$ cat config.mk
export PLATFORM = sky130hd
export DESIGN_NAME = e3_ma_monitor
export DESIGN_NICKNAME = d
export VERILOG_FILES = /design/src/rtl/e3_ma_pkg.sv /design/src/rtl/e3_rdi_filter.sv /design/src/rtl/e3_tm_validator.sv /design/src/rtl/e3_pt_checker.sv /design/src/rtl/e3_ma_monitor.sv
export SDC_FILE = /design/constraint.sdc
export NUM_CORES = 1
export LEC_CHECK = 0
export BUFFER_PORTS_ARGS = -buffer_cell sky130_fd_sc_hd__buf_2
export CAP_MARGIN = 20
export CORE_MARGIN = 8
export CORE_UTILIZATION = 45
export DETAILED_ROUTE_END_ITERATION = 10
export PLACE_DENSITY = 0.72
export SYNTH_ARGS = -nofsm -noshare
export SYNTH_HDL_FRONTEND = slang
export SYNTH_SLANG_ARGS = --single-unit
$ cat constraint.sdc
create_clock -name clk -period 4.2 [get_ports clk]
set_clock_uncertainty 0.15 [all_clocks]
set_input_delay 0.42 -clock clk [delete_from_list [all_inputs] [get_ports clk]]
set_output_delay 0.42 -clock clk [all_outputs]
set_load 0.05 [all_outputs]
$ cat src/rtl/e3_ma_pkg.sv
package e3_ma_pkg;
  localparam int          REG_AW     = 2;
  localparam logic [1:0]  ADDR_CFG   = 2'd0;
  localparam logic [1:0]  ADDR_IRQEN = 2'd1;
  localparam logic [1:0]  ADDR_IRQST = 2'd2;
  localparam logic [7:0]  CFG_RESET  = 8'h42;

  typedef struct packed {
    logic       rdi_sel;
    logic       tm_sel;
    logic [2:0] exp_pt;
  } cfg_t;
endpackage

$ cat src/rtl/e3_rdi_filter.sv
module e3_rdi_filter #(
  parameter int THR_LO = 3,
  parameter int THR_HI = 5
) (
  input  logic clk,
  input  logic rst_n,
  input  logic strobe,
  input  logic sample,
  input  logic sel_hi,
  output logic defect
);
  localparam int CW = $clog2(THR_HI + 1);

  logic [CW-1:0] run_q;
  logic [CW-1:0] run_nx;
  logic [CW-1:0] thr;

  assign thr    = sel_hi ? THR_HI[CW-1:0] : THR_LO[CW-1:0];
  assign run_nx = run_q + 1'b1;

  // Count frames disagreeing with current state; flip on reaching threshold.
  always_ff @(posedge clk or negedge rst_n) begin
    if (!rst_n) begin
      run_q  <= '0;
      defect <= 1'b0;
    end else if (strobe) begin
      if (sample != defect) begin
        if (run_nx >= thr) begin
          defect <= sample;
          run_q  <= '0;
        end else begin
          run_q <= run_nx;
        end
      end else begin
        run_q <= '0;
      end
    end
  end

  assert_hold_R3: assert property (@(posedge clk) disable iff (!rst_n)
    !strobe |=> $stable(defect));
  assert_change_cause_R3: assert property (@(posedge clk) disable iff (!rst_n)
    (defect != $past(defect)) |-> ($past(strobe) && $past(sample) == defect));
  assert_run_bound_R4: assert property (@(posedge clk) disable iff (!rst_n)
    run_q < THR_HI[CW-1:0]);
endmodule

$ cat src/rtl/e3_tm_validator.sv
module e3_tm_validator #(
  parameter int THR_LO = 3,
  parameter int THR_HI = 5
) (
  input  logic clk,
  input  logic rst_n,
  input  logic strobe,
  input  logic sample,
  input  logic sel_hi,
  output logic valid,
  output logic value
);
  localparam int CW = $clog2(THR_HI + 1);

  logic [CW-1:0] run_q;
  logic [CW-1:0] run_nx;
  logic [CW-1:0] thr;

  assign thr = sel_hi ? THR_HI[CW-1:0] : THR_LO[CW-1:0];

  // Length of the current run of equal marker values, saturating.
  always_comb begin
    if (run_q == '0 || sample != value)
      run_nx = {{(CW-1){1'b0}}, 1'b1};
    else if (run_q == THR_HI[CW-1:0])
      run_nx = run_q;
    else
      run_nx = run_q + 1'b1;
  end

  always_ff @(posedge clk or negedge rst_n) begin
    if (!rst_n) begin
      run_q <= '0;
      value <= 1'b0;
      valid <= 1'b0;
    end else if (strobe) begin
      run_q <= run_nx;
      value <= sample;
      valid <= (run_nx >= thr);
    end
  end

  assert_rise_on_frame_R5: assert property (@(posedge clk) disable iff (!rst_n)
    $rose(valid) |-> $past(strobe));
  assert_valid_run_R5: assert property (@(posedge clk) disable iff (!rst_n)
    valid |-> (run_q >= THR_LO[CW-1:0]));
  assert_value_hold_R6: assert property (@(posedge clk) disable iff (!rst_n)
    !strobe |=> ($stable(value) && $stable(valid)));
endmodule

$ cat src/rtl/e3_pt_checker.sv
module e3_pt_checker (
  input  logic       clk,
  input  logic       rst_n,
  input  logic       strobe,
  input  logic [2:0] pt_in,
  input  logic [2:0] exp_pt,
  input  logic       irq_en,
  input  logic       clr,
  output logic [2:0] rx_pt,
  output logic       flag
);
  logic mismatch;
  assign mismatch = strobe && irq_en && (pt_in != exp_pt);

  always_ff @(posedge clk or negedge rst_n) begin
    if (!rst_n) begin
      rx_pt <= 3'b010;
      flag  <= 1'b0;
    end else begin
      if (strobe) rx_pt <= pt_in;
      if (mismatch)  flag <= 1'b1;
      else if (clr)  flag <= 1'b0;
    end
  end

  assert_rx_stable_R2: assert property (@(posedge clk) disable iff (!rst_n)
    !strobe |=> $stable(rx_pt));
  assert_sticky_R7: assert property (@(posedge clk) disable iff (!rst_n)
    (flag && !clr) |=> flag);
  assert_gated_set_R7: assert property (@(posedge clk) disable iff (!rst_n)
    $rose(flag) |-> ($past(strobe) && $past(irq_en)));
endmodule

$ cat src/rtl/e3_ma_monitor.sv
module e3_ma_monitor
  import e3_ma_pkg::*;
#(
  parameter int RDI_POS = 7,
  parameter int PT_LSB  = 3,
  parameter int TM_POS  = 0,
  parameter int THR_LO  = 3,
  parameter int THR_HI  = 5
) (
  input  logic              clk,
  input  logic              rst_n,
  input  logic              ma_valid,
  output logic              ma_ready,
  input  logic [7:0]        ma_byte,
  input  logic              reg_wr,
  input  logic [REG_AW-1:0] reg_addr,
  input  logic [7:0]        reg_wdata,
  output logic [7:0]        reg_rdata,
  output logic              rdi_defect,
  output logic              tm_valid,
  output logic              tm_value,
  output logic              pt_irq
);
  cfg_t       cfg_q;
  logic       irq_en_q;
  logic       strobe;
  logic       clr;
  logic [2:0] rx_pt;
  logic       flag;

  assign ma_ready = 1'b1;
  assign strobe   = ma_valid && ma_ready;
  assign clr      = reg_wr && (reg_addr == ADDR_IRQST) && reg_wdata[0];

  always_ff @(posedge clk or negedge rst_n) begin
    if (!rst_n) begin
      cfg_q    <= cfg_t'(CFG_RESET[4:0]);
      irq_en_q <= 1'b0;
    end else if (reg_wr) begin
      if (reg_addr == ADDR_CFG)   cfg_q    <= cfg_t'(reg_wdata[4:0]);
      if (reg_addr == ADDR_IRQEN) irq_en_q <= reg_wdata[0];
    end
  end

  always_comb begin
    case (reg_addr)
      ADDR_CFG:   reg_rdata = {rx_pt, cfg_q};
      ADDR_IRQEN: reg_rdata = {7'd0, irq_en_q};
      ADDR_IRQST: reg_rdata = {7'd0, flag};
      default:    reg_rdata = 8'd0;
    endcase
  end

  e3_rdi_filter #(.THR_LO(THR_LO), .THR_HI(THR_HI)) u_rdi (
    .clk(clk), .rst_n(rst_n), .strobe(strobe),
    .sample(ma_byte[RDI_POS]), .sel_hi(cfg_q.rdi_sel), .defect(rdi_defect));

  e3_tm_validator #(.THR_LO(THR_LO), .THR_HI(THR_HI)) u_tm (
    .clk(clk), .rst_n(rst_n), .strobe(strobe),
    .sample(ma_byte[TM_POS]), .sel_hi(cfg_q.tm_sel),
    .valid(tm_valid), .value(tm_value));

  e3_pt_checker u_pt (
    .clk(clk), .rst_n(rst_n), .strobe(strobe),
    .pt_in(ma_byte[PT_LSB +: 3]), .exp_pt(cfg_q.exp_pt),
    .irq_en(irq_en_q), .clr(clr), .rx_pt(rx_pt), .flag(flag));

  assign pt_irq = flag;

  assert_cfg_write_R10: assert property (@(posedge clk) disable iff (!rst_n)
    (reg_wr && reg_addr == ADDR_CFG) |=> (cfg_q == $past(reg_wdata[4:0])));
  assert_cfg_keep_R8: assert property (@(posedge clk) disable iff (!rst_n)
    !(reg_wr && reg_addr == ADDR_CFG) |=> $stable(cfg_q));
  assert_ready_R9: assert property (@(posedge clk) disable iff (!rst_n)
    ma_ready);
endmodule

After elaboration in Yosys (flattened, before gate mapping)
Index checks and enable logic that the tools add are counted.
- add/sub/neg operators: 2
- order comparisons: 2
- muxes and demuxes: 9
- eq/ne operators: 6
- reductions and logical operators: 11
- operators with widths (operator ; number):
    case mux 8 bit (3 select lines) ; 1
    two-way mux 3 bit ; 6
    adder 3 x 1 -> 3 bit, second input constant ; 2
    greater-or-equal comparator 3 bit ; 2
    logical AND 1 bit ; 4
    AND reduction 2 bit ; 2
    equality test 3 bit, second input constant ; 1
    logical NOT 3 bit ; 1
    != test 3 bit ; 1
    AND reduction 3 bit ; 1
    equality test 2 x 1 -> 1 bit, second input constant ; 1
    equality test 2 bit, second input constant ; 1
    logical NOT 2 bit ; 1
    two-way mux 1 bit ; 2
    != test 1 bit ; 2
    nonzero test 2 bit ; 1
    logical OR 1 bit ; 1
- output and inout bits: 13
- flip-flop bits (word level): 19

Logic depth before layout (Yosys ltp)
Gate-level depths: netlist of the first run.
- depth after elaboration: 5
- gate-level depth with buffers: 8

Hierarchy
A second synthesis of the first run with hierarchy kept.
- cell total of the unflattened synthesis: 107
- area, all modules: 1181.1 um2
- by module, submodules not included (module ; instances ; area an instance (um2) ; seq. area each (um2) ; cells an instance):
    e3_tm_validator ; 1 ; 397.9 ; 125.1 ; 41
    e3_ma_monitor ; 1 ; 337.8 ; 151.4 ; 28
    e3_rdi_filter ; 1 ; 266.5 ; 100.1 ; 25
    e3_pt_checker ; 1 ; 178.9 ; 101.3 ; 13

Worst setup path before layout of the first run
OpenSTA, ideal clock, no wires.
- path kind: input to output
- from: input port reg_addr[0]
- to: output port reg_rdata[0]
- buffers on the path: 0
- setup slack: 2.022 ns
- stages: 2
- required time: 3.630 ns
- arrival: 1.608 ns
- cells stage by stage: mux2i_1 > o21ai_0
- cells in the longest elaborated chain, start to end: 2
- elaborated cells between the ends (all ways): 4
- classes of those cells: eq/ne: 2; mux: 1; reduce/logical: 1
- RTL lines (what ; line ; RTL):
    start: declaration ; e3_ma_monitor.sv:16 ; input logic [REG_AW-1:0] reg_addr,
    equality test 2 bit, or another cell as far along ; e3_ma_monitor.sv:46 ; case (reg_addr)
    case mux 8 bit (3 select lines) * ; e3_ma_monitor.sv:46 ;
    end: declaration ; e3_ma_monitor.sv:18 ; output logic [7:0] reg_rdata,
Every way passes the cells marked *; elsewhere a longest branch is shown, timed or not.

Worst setup path after layout of the first run
- from: register u_tm.run_q[1]
- to: register u_tm.valid
- cells in the longest elaborated chain, start to end: 4
- elaborated cells between the ends (all ways): 7
- classes of those cells: add/sub: 1; order compare: 1; eq/ne: 1; mux: 2; reduce/logical: 2
- RTL lines (what ; line ; RTL):
    start: declaration ; e3_tm_validator.sv:15 ; logic [CW-1:0] run_q;
    start signal: assignment ; e3_tm_validator.sv:37 ; run_q <= run_nx;
    adder 3 x 1 -> 3 bit, or another cell as far along ; e3_tm_validator.sv:28 ; run_nx = run_q + 1'b1;
    two-way mux 3 bit or logical OR 1 bit (tied branches) ; e3_tm_validator.sv:25, e3_tm_validator.sv:23 ;
    two-way mux 3 bit * ; e3_tm_validator.sv:23 ; if (run_q == '0 || sample != value)
    via u_tm.run_nx[2] ; e3_tm_validator.sv:16 ; logic [CW-1:0] run_nx;
    greater-or-equal comparator 3 bit * ; e3_tm_validator.sv:39 ; valid <= (run_nx >= thr);
    end signal: assignment ; e3_tm_validator.sv:39 ;
    end: declaration ; e3_tm_validator.sv:10 ; output logic valid,
Mark *: on every way through the listed nets, which the timed path passes. The rest lies on a longest branch.
A chain may end at the register's enable or synchronous reset.

==> impl_metrics.yaml, run 1 <==
timing:
  report.final.hold_viol_count: 0
  timing.final.ws_setup_ns: 2.096
  totalNegativeSetupSlack_ns: 0
  report.final.setup_viol: 0
  rsz0062_at_grt: "no"
  maxSlewViolCount: 0
  final.min_clock_period_ns: 2.104
  max_freq_mhz: 475.2
  period_share_pct: 50.10
  hold_slack_ns: 0.1995
synth:
  netlist.area_leader.share_pct: 35.94
  post_synth.cell_area_avg_um2: 10.57
  ys_ff_latch: 19
  post_synth_xor_area_fraction_pct: 5.180
  yosys.area.top_type: "sky130_fd_sc_hd__dfrtp_1"
  synth_top_cells_by_area: "sky130_fd_sc_hd__dfrtp_1 (36%), sky130_fd_sc_hd__ha_1 (8.5%), sky130_fd_sc_hd__mux2_4 (7.6%)"
  syn-cell-area_mm2: 0.001184
  synth.yosys.seq_area_share_pct: 40.38
  synthMuxAreaShare_pct: 15.01
  synth_top_family_by_area: "multiplexers"
  synth-compound-area-share_pct: 11.52
  synthFlopType: "sky130_fd_sc_hd__dfrtp_1"
  netlist_top_cells_count: "sky130_fd_sc_hd__dfrtp_1 (17), sky130_fd_sc_hd__ha_1 (8), sky130_fd_sc_hd__inv_1 (8), sky130_fd_sc_hd__nand2_1 (8)"
  synthAdderAreaFrac_pct: 8.457
  synth_edf_count: 0
  synth_fp_nets: 142
  syn_inst: 112
  synthMostInstantiatedCell: "sky130_fd_sc_hd__dfrtp_1"
  post_synth_num_cell_types: 36
  asyncSetResetFlopFracSynth_pct: 100.0
  synthesis.yosys.warnings: 0
  yosys.area_share.simple_pct: 13.74
pwr:
  p_switching_uw: 313.4
  power_frac_clock_pct: 12.4
  power_share_of_the_sequential_group_pct: 38.9
  power.switching_fraction_pct: 43.09
  static-leakage-power_nw: 0.6521
  power_density_mw_per_mm2: 535.3
  max-vdd-ir-drop_uv: 321.0
  cell_internal_pwr_uw: 413.9
  power.share.combinational_pct: 48.6
floorplan:
  chipWidth_um: 67.29
  placeableCoreArea_mm2: 0.002477
  rows: 18
  die_h_um: 67.29
  die_outline_area_mm2: 0.004527
  initial_util_pct: 47.78
  top_level_pins: 35
cts:
  tritoncts: "built"
  clock_insertion_delay_worst_skew_ns: 0.29
  clkSlewWorstSetupHoldPaths_ns: 0.10
  total_clock_buffers_created_by_cts: 3
  clock_tree.root_cell: "sky130_fd_sc_hd__clkbuf_4"
  numClockSinks: 19
  clock_tree.buffer_depth: 2
  ctsResizeCount: 0
  htree_num_levels: 1
detailed_routing:
  remaining_drc_errors: 0
  routed_via_density: 5.396
  wl_per_cell_um: 13.98
  detailedRoute.firstPassIterationCount: 2
  detail-route-antenna-nets: 0
  route.final.wire_length_mm: 2.363
  route.vias.total: 912
  drtIter0Drc: 34
global_route:
  globalRouteTotalUtil_pct: 11.54
  globalRouteOverflowTotal: 0
  antenna_found_initial: 0
  largest_net_degree_at_the_start_of_global_routing: 20
  grt_pass1_vias: 963
  grt_first_pass_wirelength_mm: 4.181
layout:
  n_antenna_cell: 0
  seqCellArea_um2: 478.0
  drive_gt1_share_pct: 38.13
  fillerInstances: 249
  syn_to_final_growth_pct: 14.80
  numnets_final: 170
  multi_input_comb_area_um2: 641.9
placement:
  post-place-ws_ns: 2.132
  weighted_congestion_at_the_end_of_routability_driven_global_placement: 0.8504
  buffer_ports.inserted: 27
  place_hpwl_mm: 1.850
worst_setup_path:
  worstPathArrival_ns: 2.14
  endpoint_kind: "flip-flop"
  crit_type: "flip-flop to flip-flop"
  worstPathRequired_ns: 4.23
  crit_fanout: 6
  critical_path.startpoint_type: "flip-flop"
run_status:
  run_status: "completed"
job:
  timing.max_cap.violations: 0
worst_hold_path:
  hold_class: "input port to flip-flop"
power by group through the flow:
| stage | Sequential [mW] | Combinational (mW) | Clock [mW] |
|---|---|---|---|
| after floorplan | 0.314 | 0.246 | 0 |
| after global placement | 0.283 | 0.337 | 0 |
| after detailed placement | 0.286 | 0.354 | 0 |
| after CTS | 0.283 | 0.356 | 0.0946 |
| after global routing | 0.292 | 0.394 | 0.0989 |
| final | 0.283 | 0.354 | 0.0905 |
registers in the layout, summed over array words and instances, names as in the netlist:
| signal | flops |
|---|---|
| u_tm.value | 1 |
| u_tm.valid | 1 |
| u_tm.run_q | 3 |
| irq_en_q | 1 |
| u_pt.rx_pt | 3 |
| u_rdi.run_q | 3 |
| u_pt.flag | 1 |
| u_rdi.defect | 1 |
| cfg_q | 5 |
layer usage:
metal	vias to the layer above	track usage (%)	wire length (um)
li1	437	-	-
met1	449	13.46	1017
met2	22	19.35	1157
met3	4	4.967	163
met4	0	2.350	26
met5	-	0	0
cells in the final DEF (no fill, tap or decap), types with 4 or more instances in the layout:
cell type and n:
sky130_fd_sc_hd__nand3_1 4, sky130_fd_sc_hd__ha_1 8, sky130_fd_sc_hd__buf_2 27, sky130_fd_sc_hd__a21oi_1 6, sky130_fd_sc_hd__dfrtp_1 17, sky130_fd_sc_hd__mux2_4 6, sky130_fd_sc_hd__xnor2_1 4, sky130_fd_sc_hd__nor2_1 4
sky130_fd_sc_hd__and2_2 5, sky130_fd_sc_hd__inv_1 8, sky130_fd_sc_hd__nand2_1 8, sky130_fd_sc_hd__mux2_2 6
cells by family after synthesis:
| logic type | Yosys count |
|---|---|
| other | 1 |
| flip-flops | 19 |
| multiplexers | 14 |
| AND/OR/NAND/NOR | 30 |
| AO/OA/AOI/OAI | 20 |
| XOR/XNOR | 7 |
| buffers and inverters | 13 |
| adder cells (fa/ha/maj) | 8 |
worst max-delay path: stages, from the launching register on:
cell and delay [ns]:
sky130_fd_sc_hd__dfrtp_1 0.42, sky130_fd_sc_hd__inv_1 0.11, sky130_fd_sc_hd__ha_1 0.27, sky130_fd_sc_hd__nor2b_1 0.08, sky130_fd_sc_hd__nand2b_1 0.14, sky130_fd_sc_hd__a21oi_1 0.20
sky130_fd_sc_hd__ha_1 0.27, sky130_fd_sc_hd__a211oi_1 0.26, sky130_fd_sc_hd__o22ai_1 0.10
worst paths after layout:
kind                                             from                         end  slack, ns  cells after the start
max                         u_tm.run_q[1]$_DFFE_PN0P_      u_tm.valid$_DFFE_PN0P_       2.10                      8
min                                      reg_wdata[4]        cfg_q[4]$_DFFE_PN0P_       0.20                      2
max reg2reg                 u_tm.run_q[1]$_DFFE_PN0P_      u_tm.valid$_DFFE_PN0P_       2.10                      8
min reg2reg                u_rdi.run_q[0]$_DFFE_PN0P_  u_rdi.run_q[0]$_DFFE_PN0P_       0.35                      1
max in group asynchronous                       rst_n        cfg_q[1]$_DFFE_PN1P_       3.13                      2
min in group asynchronous                       rst_n    u_rdi.defect$_DFFE_PN0P_       0.43                      2
metrics by stage:
step	cell area (um2)	utilization, %	std cells	total power, mW
2_1_floorplan	1184	-	112	0.5599
3_3_place_gp	1323	53.38	164	0.6202
3_5_place_dp	1323	53.38	164	0.6405
4_1_cts	1359	54.85	169	0.7337
5_1_grt	1359	54.85	169	0.7853
6_report	1359	54.85	169	0.7273
area by class of cell:
| class | count | area share [%] |
|---|---|---|
| sequential | 19 | 35.18 |
| multi-input combinational | 80 | 47.24 |
| inverter | 8 | 2.210 |
| tap | 30 | 2.762 |
| timing repair buffer | 28 | 10.68 |
| clock buffer | 4 | 1.934 |
what timing repair did:
item	4_1_cts	5_1_grt
hold endpoints to repair	17	0
setup buffers	0	0
hold buffers	1	0
Note: power is estimated with default switching activity, not from simulation.
==> inputs of run 2 (changes only) <==
==> constraint.sdc (replaced) <==
create_clock -name clk -period 2.1 [get_ports clk]
set_clock_uncertainty 0.15 [all_clocks]
set_input_delay 0.21 -clock clk [delete_from_list [all_inputs] [get_ports clk]]
set_output_delay 0.21 -clock clk [all_outputs]
set_load 0.05 [all_outputs]
==> run 2 against run 1 <==
Net effect: utilization increased by 4.3 points; flip-flop and latch count unchanged; final cell count is 5.3% higher; fmax rose by 3.8%; count of clock-buffer cells in the layout did not move; highest routed layer unchanged; critical endpoint is now u_rdi.defect$_DFFE_PN0P_; sequential power is 100% higher; power is 120% higher; via count rose by 1.9%; largest power group unchanged; hold slack worse by 0.19 ns; largest cell class unchanged; sequential share of layout area fell by 2.5 points; wire length rose by 8.4%.
==> impl_metrics.yaml, run 2 (synthesis gave the netlist of run 1 again) <==
run_status:
  run_status: "completed"
global_route:
  antenna_found_initial: 0
  globalRouteOverflowTotal: 0
  grt_pass1_vias: 1006
  globalRouteTotalUtil_pct: 12.20
  largest_net_degree_at_the_start_of_global_routing: 20
  grt_first_pass_wirelength_mm: 4.326
timing:
  report.final.hold_viol_count: 0
  final.min_clock_period_ns: 2.027
  period_share_pct: 96.53
  max_freq_mhz: 493.3
  report.final.setup_viol: 0
  maxSlewViolCount: 0
  totalNegativeSetupSlack_ns: 0
pwr:
  power.share.combinational_pct: 52.4
  max-vdd-ir-drop_uv: 627.8
  static-leakage-power_nw: 0.6961
  power_share_of_the_sequential_group_pct: 36.2
  power_density_mw_per_mm2: 1087
  cell_internal_pwr_uw: 917.9
  report.power.total_mw: 1.593
  power_frac_clock_pct: 11.4
  power.switching_fraction_pct: 42.37
  p_switching_uw: 674.7
floorplan:
  rows: 18
  initial_util_pct: 47.78
  chipWidth_um: 67.29
  die_outline_area_mm2: 0.004527
  die_h_um: 67.29
  top_level_pins: 35
  placeableCoreArea_mm2: 0.002477
worst_setup_path:
  worstPathArrival_ns: 2.06
  slowest_cp_cell: "sky130_fd_sc_hd__dfrtp_1"
  critical_path.startpoint_type: "flip-flop"
  cpPeakStageDelay_ns: 0.44
  crit_chain: "ha_4 -> xor2_1 -> ha_1 -> nand3b_1 -> a21oi_2 -> mux2_4"
  crit_fanout: 4
  endpoint_kind: "flip-flop"
  worstPathRequired_ns: 2.13
  crit_type: "flip-flop to flip-flop"
placement:
  buffer_ports.inserted: 27
  place_hpwl_mm: 1.973
  detailed_place.area_mm2: 0.001338
  weighted_congestion_at_the_end_of_routability_driven_global_placement: 0.8818
  numPlacedInstances: 166
layout:
  drive_gt1_share_pct: 43.24
  layout.cell_area.non_filler_mm2: 0.001465
  finish.utilization_pct: 59.14
  registers.top_by_ff_count: "cfg_q"
  largest_register_ffs: 5
  commonest_non_fill_non_tap_cells_in_the_layout: "sky130_fd_sc_hd__buf_2 (27), sky130_fd_sc_hd__dfrtp_1 (16), sky130_fd_sc_hd__inv_1 (8), sky130_fd_sc_hd__nand2_1 (8)"
  n_antenna_cell: 0
  layoutNonFillerInstCount: 178
  numnets_final: 179
  mostFrequentLayoutCell: "sky130_fd_sc_hd__buf_2"
  syn_to_final_growth_pct: 23.78
cts:
  clkSlewWorstSetupHoldPaths_ns: 0.11
  numClockSinks: 19
  tritoncts: "built"
  htree_num_levels: 1
  total_clock_buffers_created_by_cts: 3
  clock_tree.root_cell: "sky130_fd_sc_hd__clkbuf_4"
  clock_tree.buffer_depth: 2
  clock_insertion_delay_worst_skew_ns: 0.29
detailed_routing:
  route.final.wire_length_mm: 2.562
  detail-route-antenna-nets: 0
  drtIter0Drc: 27
  remaining_drc_errors: 0
  wl_per_cell_um: 14.39
  detailedRoute.firstPassIterationCount: 4
  routed_via_density: 5.219
  route.vias.total: 929
worst_hold_path:
  hold_class: "input port to flip-flop"
job:
  timing.max_cap.violations: 0
==> run 2: cell count changes in the layout (fill, tap and decap cells not counted), moves of 2 or more <==
cell	before	now
sky130_fd_sc_hd__buf_4	0	6
sky130_fd_sc_hd__a21oi_1	6	4
sky130_fd_sc_hd__a21oi_2	0	2
sky130_fd_sc_hd__dlygate4sd3_1	1	4
==> run 2: path summary, 6_finish.rpt <==
path                                            start                         to  slack [ns]  depth (start not counted)
hold reg to reg             u_pt.rx_pt[0]$_DFFE_PN0P_  u_pt.rx_pt[0]$_DFFE_PN0P_        0.37                          1
hold / removal                           reg_wdata[2]       cfg_q[2]$_DFFE_PN0P_       0.007                          2
setup reg to reg           u_rdi.run_q[0]$_DFFE_PN0P_   u_rdi.defect$_DFFE_PN0P_        0.07                          6
max in group asynchronous                       rst_n       cfg_q[1]$_DFFE_PN1P_        1.25                          2
min in group asynchronous                       rst_n  u_pt.rx_pt[0]$_DFFE_PN0P_        0.22                          2
setup / recovery           u_rdi.run_q[0]$_DFFE_PN0P_   u_rdi.defect$_DFFE_PN0P_        0.07                          6
==> run 2: layout make-up <==
class,instances,area [um2]
timing repair buffer,37,220.2
tap,30,37.54
multi-input combinational,80,671.9
fill,216,1012
sequential,19,479.2
inverter,8,30.03
clock buffer,4,26.28
==> run 2: worst max-delay path, delay by kind of cell (launching register included) <==
kind	cells	cell delay [ns]
xor gates and xnor gates	1	0.14
AOI/OAI and AO/OA	1	0.20
adders and majority gates	2	0.49
and+or+nand+nor	1	0.19
DFF	1	0.44
muxes	1	0.31
==> run 2: power by group through the flow <==
stage               clock [mW]  sequential (mW)  combinational (mW)
floorplan                    0            0.628               0.492
global placement             0            0.566               0.703
detailed placement           0            0.575               0.745
CTS                      0.189            0.568               0.750
global route             0.205            0.593               0.927
finish                   0.182            0.576               0.834
==> run 2: through the flow <==
step	hold slack, ns	setup WS (ns)
after floorplan	-0.2356	0.1865
after global placement	0.02437	0.1175
after detailed placement	0.03306	0.03020
after CTS	0.004564	0.01330
after global routing	0.005597	-0.01099
final	0.007158	0.07285
==> run 2: layer usage <==
| metal | up-vias | share of wire (%) | global-route usage, % |
|---|---|---|---|
| li1 | 463 | - | - |
| met1 | 442 | 43 | 14.29 |
| met2 | 22 | 52 | 19.95 |
| met3 | 2 | 4.8 | 4.139 |
| met4 | 0 | 0.66 | 5.222 |
| met5 | - | 0 | 0 |
==> run 2: repair_timing <==
| action | 4_1_cts | 5_1_grt |
|---|---|---|
| setup buffers | 0 | 4 |
| gates resized for setup | 0 | 7 |
| endpoints found under the setup margin | 0 | 4 |
| hold endpoints to repair | 20 | 0 |
| hold buffers | 4 | 0 |
